File: src/rtl/bsq_pkg.sv
package bsq_pkg;

    localparam int unsigned WORD_W = 32;
    localparam int unsigned SLOT_W = 6;
    localparam int unsigned SLOTS  = 5;

    typedef enum logic [2:0] {
        ST_REQ,
        ST_WAIT,
        ST_DRAIN,
        ST_SYL,
        ST_LIT,
        ST_HALT,
        ST_ILL
    } seq_state_e;

    typedef enum logic [1:0] {
        FMT_LIT,
        FMT_RSV,
        FMT_SYL
    } word_fmt_e;

endpackage

File: src/rtl/bsq_classify.sv
module bsq_classify
    import bsq_pkg::*;
#(
    parameter int unsigned WORD_W = bsq_pkg::WORD_W
) (
    input  logic [WORD_W-1:0] word,
    output word_fmt_e         fmt,
    output logic [WORD_W-1:0] lit
);

    always_comb begin
        if (word[WORD_W-1]) begin
            fmt = FMT_LIT;
        end else if (word[WORD_W-2]) begin
            fmt = FMT_RSV;
        end else begin
            fmt = FMT_SYL;
        end
        lit = {word[WORD_W-2:0], 1'b0};
    end

endmodule

File: src/rtl/bsq_slot_pick.sv
module bsq_slot_pick #(
    parameter int unsigned SLOT_W = 6,
    parameter int unsigned SLOTS  = 5,
    parameter int unsigned IDX_W  = $clog2(SLOTS),
    localparam int unsigned PAY_W = SLOT_W * SLOTS
) (
    input  logic [PAY_W-1:0]  payload,
    input  logic [IDX_W-1:0]  idx,
    output logic [SLOT_W-1:0] syl
);

    logic [SLOT_W-1:0] slot_arr [SLOTS];

    for (genvar g = 0; g < SLOTS; g++) begin : g_slot
        assign slot_arr[g] = payload[PAY_W-1-g*SLOT_W -: SLOT_W];
    end

    always_comb begin
        syl = '0;
        for (int i = 0; i < SLOTS; i++) begin
            if (idx == IDX_W'(i)) begin
                syl = slot_arr[i];
            end
        end
    end

endmodule

File: src/rtl/bsq_sequencer.sv
module bsq_sequencer
    import bsq_pkg::*;
#(
    parameter int unsigned WORD_W   = bsq_pkg::WORD_W,
    parameter int unsigned SLOT_W   = bsq_pkg::SLOT_W,
    parameter int unsigned SLOTS    = bsq_pkg::SLOTS,
    parameter logic [31:0] RESET_PC = 32'h0000_0000,
    localparam int unsigned IDX_W   = $clog2(SLOTS)
) (
    input  logic              clk,
    input  logic              rst_n,
    output logic              imem_req_valid,
    output logic [WORD_W-1:0] imem_req_addr,
    input  logic              imem_rsp_valid,
    input  logic [WORD_W-1:0] imem_rsp_data,
    output logic              iss_valid,
    input  logic              iss_ready,
    output logic              iss_is_imm,
    output logic [SLOT_W-1:0] iss_syl,
    output logic [WORD_W-1:0] iss_imm,
    input  logic              redir_valid,
    input  logic [WORD_W-1:0] redir_addr,
    output logic [WORD_W-1:0] pc,
    output logic [IDX_W-1:0]  sc,
    output logic              halted,
    output logic              illegal
);

    localparam int unsigned       PAY_W    = SLOT_W * SLOTS;
    localparam logic [WORD_W-1:0] PC_STEP  = WORD_W'(WORD_W / 8);
    localparam logic [SLOT_W-1:0] OP_HALT  = '0;
    localparam logic [SLOT_W-1:0] OP_NOP   = SLOT_W'(1);
    localparam logic [IDX_W-1:0]  LAST_IDX = IDX_W'(SLOTS - 1);

    typedef struct packed {
        seq_state_e        st;
        logic [WORD_W-1:0] pc;
        logic [WORD_W-1:0] word;
        logic [IDX_W-1:0]  idx;
    } seq_t;

    seq_t q, d;

    word_fmt_e         rsp_fmt;
    logic [WORD_W-1:0] rsp_lit;
    logic [SLOT_W-1:0] cur_syl;
    logic              offer;
    logic              in_flight;

    bsq_classify #(
        .WORD_W (WORD_W)
    ) i_classify (
        .word (imem_rsp_data),
        .fmt  (rsp_fmt),
        .lit  (rsp_lit)
    );

    bsq_slot_pick #(
        .SLOT_W (SLOT_W),
        .SLOTS  (SLOTS),
        .IDX_W  (IDX_W)
    ) i_slot_pick (
        .payload (q.word[PAY_W-1:0]),
        .idx     (q.idx),
        .syl     (cur_syl)
    );

    always_comb begin
        d     = q;
        offer = 1'b0;
        case (q.st)
            ST_REQ: begin
                d.st = ST_WAIT;
            end
            ST_WAIT: begin
                if (imem_rsp_valid) begin
                    d.pc  = q.pc + PC_STEP;
                    d.idx = '0;
                    case (rsp_fmt)
                        FMT_LIT: begin
                            d.st   = ST_LIT;
                            d.word = rsp_lit;
                        end
                        FMT_RSV: begin
                            d.st   = ST_ILL;
                            d.word = imem_rsp_data;
                        end
                        default: begin
                            d.st   = ST_SYL;
                            d.word = imem_rsp_data;
                        end
                    endcase
                end
            end
            ST_DRAIN: begin
                if (imem_rsp_valid) begin
                    d.st = ST_REQ;
                end
            end
            ST_SYL: begin
                offer = (cur_syl != OP_NOP);
                if (!offer || iss_ready) begin
                    if (offer && (cur_syl == OP_HALT)) begin
                        d.st = ST_HALT;
                    end else if (q.idx == LAST_IDX) begin
                        d.st  = ST_REQ;
                        d.idx = '0;
                    end else begin
                        d.idx = q.idx + IDX_W'(1);
                    end
                end
            end
            ST_LIT: begin
                offer = 1'b1;
                if (iss_ready) begin
                    d.st = ST_REQ;
                end
            end
            default: begin
            end
        endcase

        in_flight = (q.st == ST_REQ)
                 || (((q.st == ST_WAIT) || (q.st == ST_DRAIN)) && !imem_rsp_valid);

        if (redir_valid && (q.st != ST_HALT)) begin
            d.pc  = redir_addr;
            d.idx = '0;
            d.st  = in_flight ? ST_DRAIN : ST_REQ;
        end
    end

    always_ff @(posedge clk) begin
        if (!rst_n) begin
            q.st   <= ST_REQ;
            q.pc   <= RESET_PC;
            q.word <= '0;
            q.idx  <= '0;
        end else begin
            q <= d;
        end
    end

    assign imem_req_valid = (q.st == ST_REQ);
    assign imem_req_addr  = q.pc;
    assign iss_valid      = offer && !redir_valid;
    assign iss_is_imm     = (q.st == ST_LIT);
    assign iss_syl        = (q.st == ST_SYL) ? cur_syl : '0;
    assign iss_imm        = (q.st == ST_LIT) ? q.word : '0;
    assign pc             = q.pc;
    assign sc             = ((q.st == ST_SYL) && (q.idx != LAST_IDX)) ? (q.idx + IDX_W'(1)) : '0;
    assign halted         = (q.st == ST_HALT);
    assign illegal        = (q.st == ST_ILL);

endmodule

File: config.mk
export PLATFORM = sky130hd
export DESIGN_NAME = bsq_sequencer
export DESIGN_NICKNAME = d
export VERILOG_FILES = /design/src/rtl/bsq_pkg.sv /design/src/rtl/bsq_classify.sv /design/src/rtl/bsq_slot_pick.sv /design/src/rtl/bsq_sequencer.sv
export SDC_FILE = /design/constraint.sdc
export NUM_CORES = 1
export LEC_CHECK = 0
export BUFFER_PORTS_ARGS = -buffer_cell sky130_fd_sc_hd__buf_4
export CORE_MARGIN = 8
export CORE_UTILIZATION = 50
export CTS_CLUSTER_DIAMETER = 100
export DETAILED_ROUTE_END_ITERATION = 16
export PLACE_DENSITY = 0.8
export SYNTH_ARGS = -nofsm -noshare
export SYNTH_HDL_FRONTEND = slang
export SYNTH_HIERARCHICAL = 1
export SYNTH_SLANG_ARGS = --single-unit
File: constraint.sdc
create_clock -name clk -period 5.85 [get_ports clk]
set_input_delay 0.585 -clock clk [delete_from_list [all_inputs] [get_ports clk]]
set_output_delay 0.585 -clock clk [all_outputs]
set_load 0.005 [all_outputs]
==> reports/results.ini <==
[outcome]
outcome=finished clean

[clock_tree]
cts_hold_buffers=0
clkLatencyLatePin_ns=0.36
cts_buffer_count=9
clkTransAtPathRegs_ns=0.08
cts-htree-levels=3
postCtsSetupBuffers=0
clock-sinks=70
cts_resized=0
cts_buffer_depth=2
cts_tree=yes
cts.root.buffer_cell=clkbuf_8

[route]
route.detailed.drc=0
drt.antenna.violating_nets=0
drt-wirelength-per-cell_um=18.3
first_iter_violations=390
vias=5192
detailed_routing_iterations_pass_1=5
drt_wl_total_um=16000
drt-vias-per-instance=5.93

[timing]
fin_crit_sh_pct=61.1
unrepaired_setup_endpoints_after_global_routing=no
timing_hold_violations_final=0
relSlewSlack_pct=47.3
final_period_minus_worst_setup_slack_ns=3.58
drv_slew=0
final.setup.tns_ns=0
fmaxAchievable_mhz=280
worst_pin_slew_ns=0.786
finalClockSkew_ns=0.0141
final-setup-viol-count=0

[worst_setup_path]
r2r_start=q[0]$_SDFFE_PP0P_
timing.critical_path.fanout_max=19
startpoint=q[0]$_SDFFE_PP0P_
worstSetupPathType=reg -> out
worstReg2RegEnd=q[68]$_SDFFE_PN0P_
worstSetupStartpointType=flip-flop
worst_setup_path_endpoint=iss_valid
crit_path_end_kind=primary output
arrival_ns=2.99
worst-r2r-setup-slack_ns=2.89
path_depth_of_the_worst_reg2reg_path=8
worstPathRequired_ns=5.27

[global_routing]
vias_in_the_first_global_route=4987
antenna_violations_before_repair=0
grt_max_degree=69
grt_usage_pct=21.8
grt-ovfl-total=0
wire_length_of_the_first_global_routing_pass_um=25300

[placed_design]
routabilityCongestion=0.855
numPortBuffers=178
placement_cell_area_sq_um=5850
dp_hpwl_um=11900

[synth]
post_synth_design_cell_area_sq_um=5200
synth_area_per_cell_sq_um=7.62
synth.net_count=755
postSynthRegisterBits=70
synth-edff-count=0
post_synthesis_cells=683
async_reset_ff_share_pct=0
synth_cell_types=70
yosysWarningCount=6
sequential_cell_area_fraction_in_the_yosys_report_pct=26.9
synth-main-ff-cell=dfxtp_1

[floorplan]
die_y_um=118
floorplan.core_area_sq_um=10200
floorplan.initialDensity_pct=50.9
die_width_um=118
rows=37
total_i_o_pin_count=179
die-area_sq_um=13900

[finish]
fillers=958
nets=808
final_instance_area_sq_um=6060
finalCoreUtilization_pct=59.3
layout_cell_share_with_drive_strength_beyond_1_pct=29.9
combined_area_of_the_multi_input_logic_cells_sq_um=2860
insertedDiodeCount=0
area_delta_synth_final_pct=16.5
ff_latch_area_sq_um=1400

[run]
drv_cap=0

[min_path]
min-delay-path-class=in -> reg

[power_and_ir_drop]
ir_worst_vdd_mv=0.102
leak_pwr_nw=2.48
power_density_nw_per_um2=197

state kept, by name (all words and copies together), names as in the netlist:
| name | flops |
|---|---|
| q | 38 |
| imem_req_addr | 32 |
cells in the mapped netlist (5+ instances only):
| cell type | count | area share (%) |
|---|---|---|
| xnor2_1 | 5 | 0.84 |
| buf_2 | 6 | 0.58 |
| mux2i_1 | 10 | 1.9 |
| nor2b_1 | 5 | 0.60 |
| nand2_1 | 66 | 4.8 |
| a32oi_1 | 6 | 1.0 |
| o22ai_1 | 8 | 0.96 |
| nor2_1 | 66 | 4.8 |
| dfxtp_1 | 70 | 27 |
| xor2_1 | 7 | 1.2 |
| buf_4 | 98 | 14 |
| and2_1 | 41 | 4.9 |
| o32ai_1 | 5 | 0.84 |
| o21ai_0 | 52 | 5.0 |
| a211oi_1 | 5 | 0.72 |
| nand3_1 | 15 | 1.4 |
| clkbuf_1 | 34 | 2.5 |
| nand4_1 | 12 | 1.4 |
| inv_1 | 8 | 0.58 |
| and3_1 | 5 | 0.60 |
| nor3_1 | 13 | 1.2 |
| a21oi_1 | 23 | 2.2 |
| and4_1 | 5 | 0.84 |
| a311oi_1 | 32 | 5.4 |
| a22oi_1 | 13 | 1.9 |
| mux2_2 | 5 | 1.1 |
how the worst min path moves through the flow:
stage / start / endpoint / slack, ns / cells after the start
4_1_cts: redir_addr[2] / imem_req_addr[2]$_SDFFE_PN0P_ / 0.46 / 3
2_1_floorplan: imem_req_addr[0]$_SDFFE_PN0P_ / imem_req_addr[0]$_SDFFE_PN0P_ / 0.45 / 2
6_report: redir_addr[2] / imem_req_addr[2]$_SDFFE_PN0P_ / 0.47 / 3
5_1_grt: redir_addr[1] / imem_req_addr[1]$_SDFFE_PN0P_ / 0.47 / 3
3_3_place_gp: imem_req_addr[1]$_SDFFE_PN0P_ / imem_req_addr[1]$_SDFFE_PN0P_ / 0.46 / 2
3_5_place_dp: imem_req_addr[1]$_SDFFE_PN0P_ / imem_req_addr[1]$_SDFFE_PN0P_ / 0.47 / 2
kinds of logic after synthesis:
logic type,Yosys count,synth area share [%]
and+or+nand+nor,249,24.7
AOI/OAI and AO/OA,182,24.1
buffers and inverters,151,18.5
DFF,70,26.9
muxes,15,3.00
xor gates and xnor gates,12,2.02
adders and majority gates,3,0.721
other,1,0.0720
worst max-delay path, cell delays in order (launching register included):
cell     delay [ns]
dfxtp_1        0.81
mux2_2         0.41
a32oi_1        0.14
o21ai_0        0.12
or3_1          0.45
nor3_2         0.27
nand2_1        0.10
a21oi_1        0.14
nor2_1         0.05
buf_4          0.14
power by group:
group / switching [W] / internal, W / leakage [nW] / total (W)
clock network: 0.000197 / 0.000237 / 0.0973 / 0.000433
registers: 0.0000406 / 0.000501 / 0.573 / 0.000542
logic: 0.000108 / 0.000113 / 1.81 / 0.000221
cell type report:
| class | instances | area share (%) |
|---|---|---|
| multi-input combinational | 462 | 47.2 |
| sequential | 70 | 23.1 |
| clock buffer | 9 | 2.04 |
| inverter | 8 | 0.495 |
| timing repair buffer | 185 | 22.9 |
| tap | 136 | 2.81 |
| clock inverter | 6 | 1.44 |
metal layers:
layer / GRT usage [%] / up-vias / wire length (um)
met4: 9.69 / 0 / 359
met3: 5.80 / 27 / 1220
li1: - / 2467 / -
met5: 0 / - / 0
met1: 25.6 / 2455 / 6700
met2: 36.5 / 243 / 7760
metrics by stage:
stage / std cells / power, W / hold WS (ns) / setup slack [ns]
after floorplan: 683 / 0.000702 / 0.450 / 3.31
after global placement: 861 / 0.000767 / 0.460 / 2.72
after detailed placement: 861 / 0.000773 / 0.467 / 2.69
after CTS: 876 / 0.00120 / 0.459 / 2.28
after global routing: 876 / 0.00125 / 0.473 / 2.14
final: 876 / 0.00120 / 0.473 / 2.27
layout by cell type (no fill, tap or decap), types with 4 or more instances in the layout:
cell type,Yosys,layout
a211oi_1,5,5
a21oi_1,23,23
a22oi_1,13,13
a311oi_1,32,32
a31oi_1,4,4
a32oi_1,6,6
and2_1,41,41
and3_1,5,5
and4_1,5,5
buf_4,98,185
clkbuf_8,0,9
dfxtp_1,70,70
inv_1,8,7
mux2_2,5,5
mux2i_1,10,10
nand2_1,66,66
nand3_1,15,15
nand4_1,12,12
nor2_1,66,64
nor2b_1,5,5
nor3_1,13,13
o21a_1,4,4
o21ai_0,52,51
o22ai_1,8,8
o32ai_1,5,5
xnor2_1,5,5
xor2_1,7,7
No activity file was read; power rests on OpenSTA's default activity.
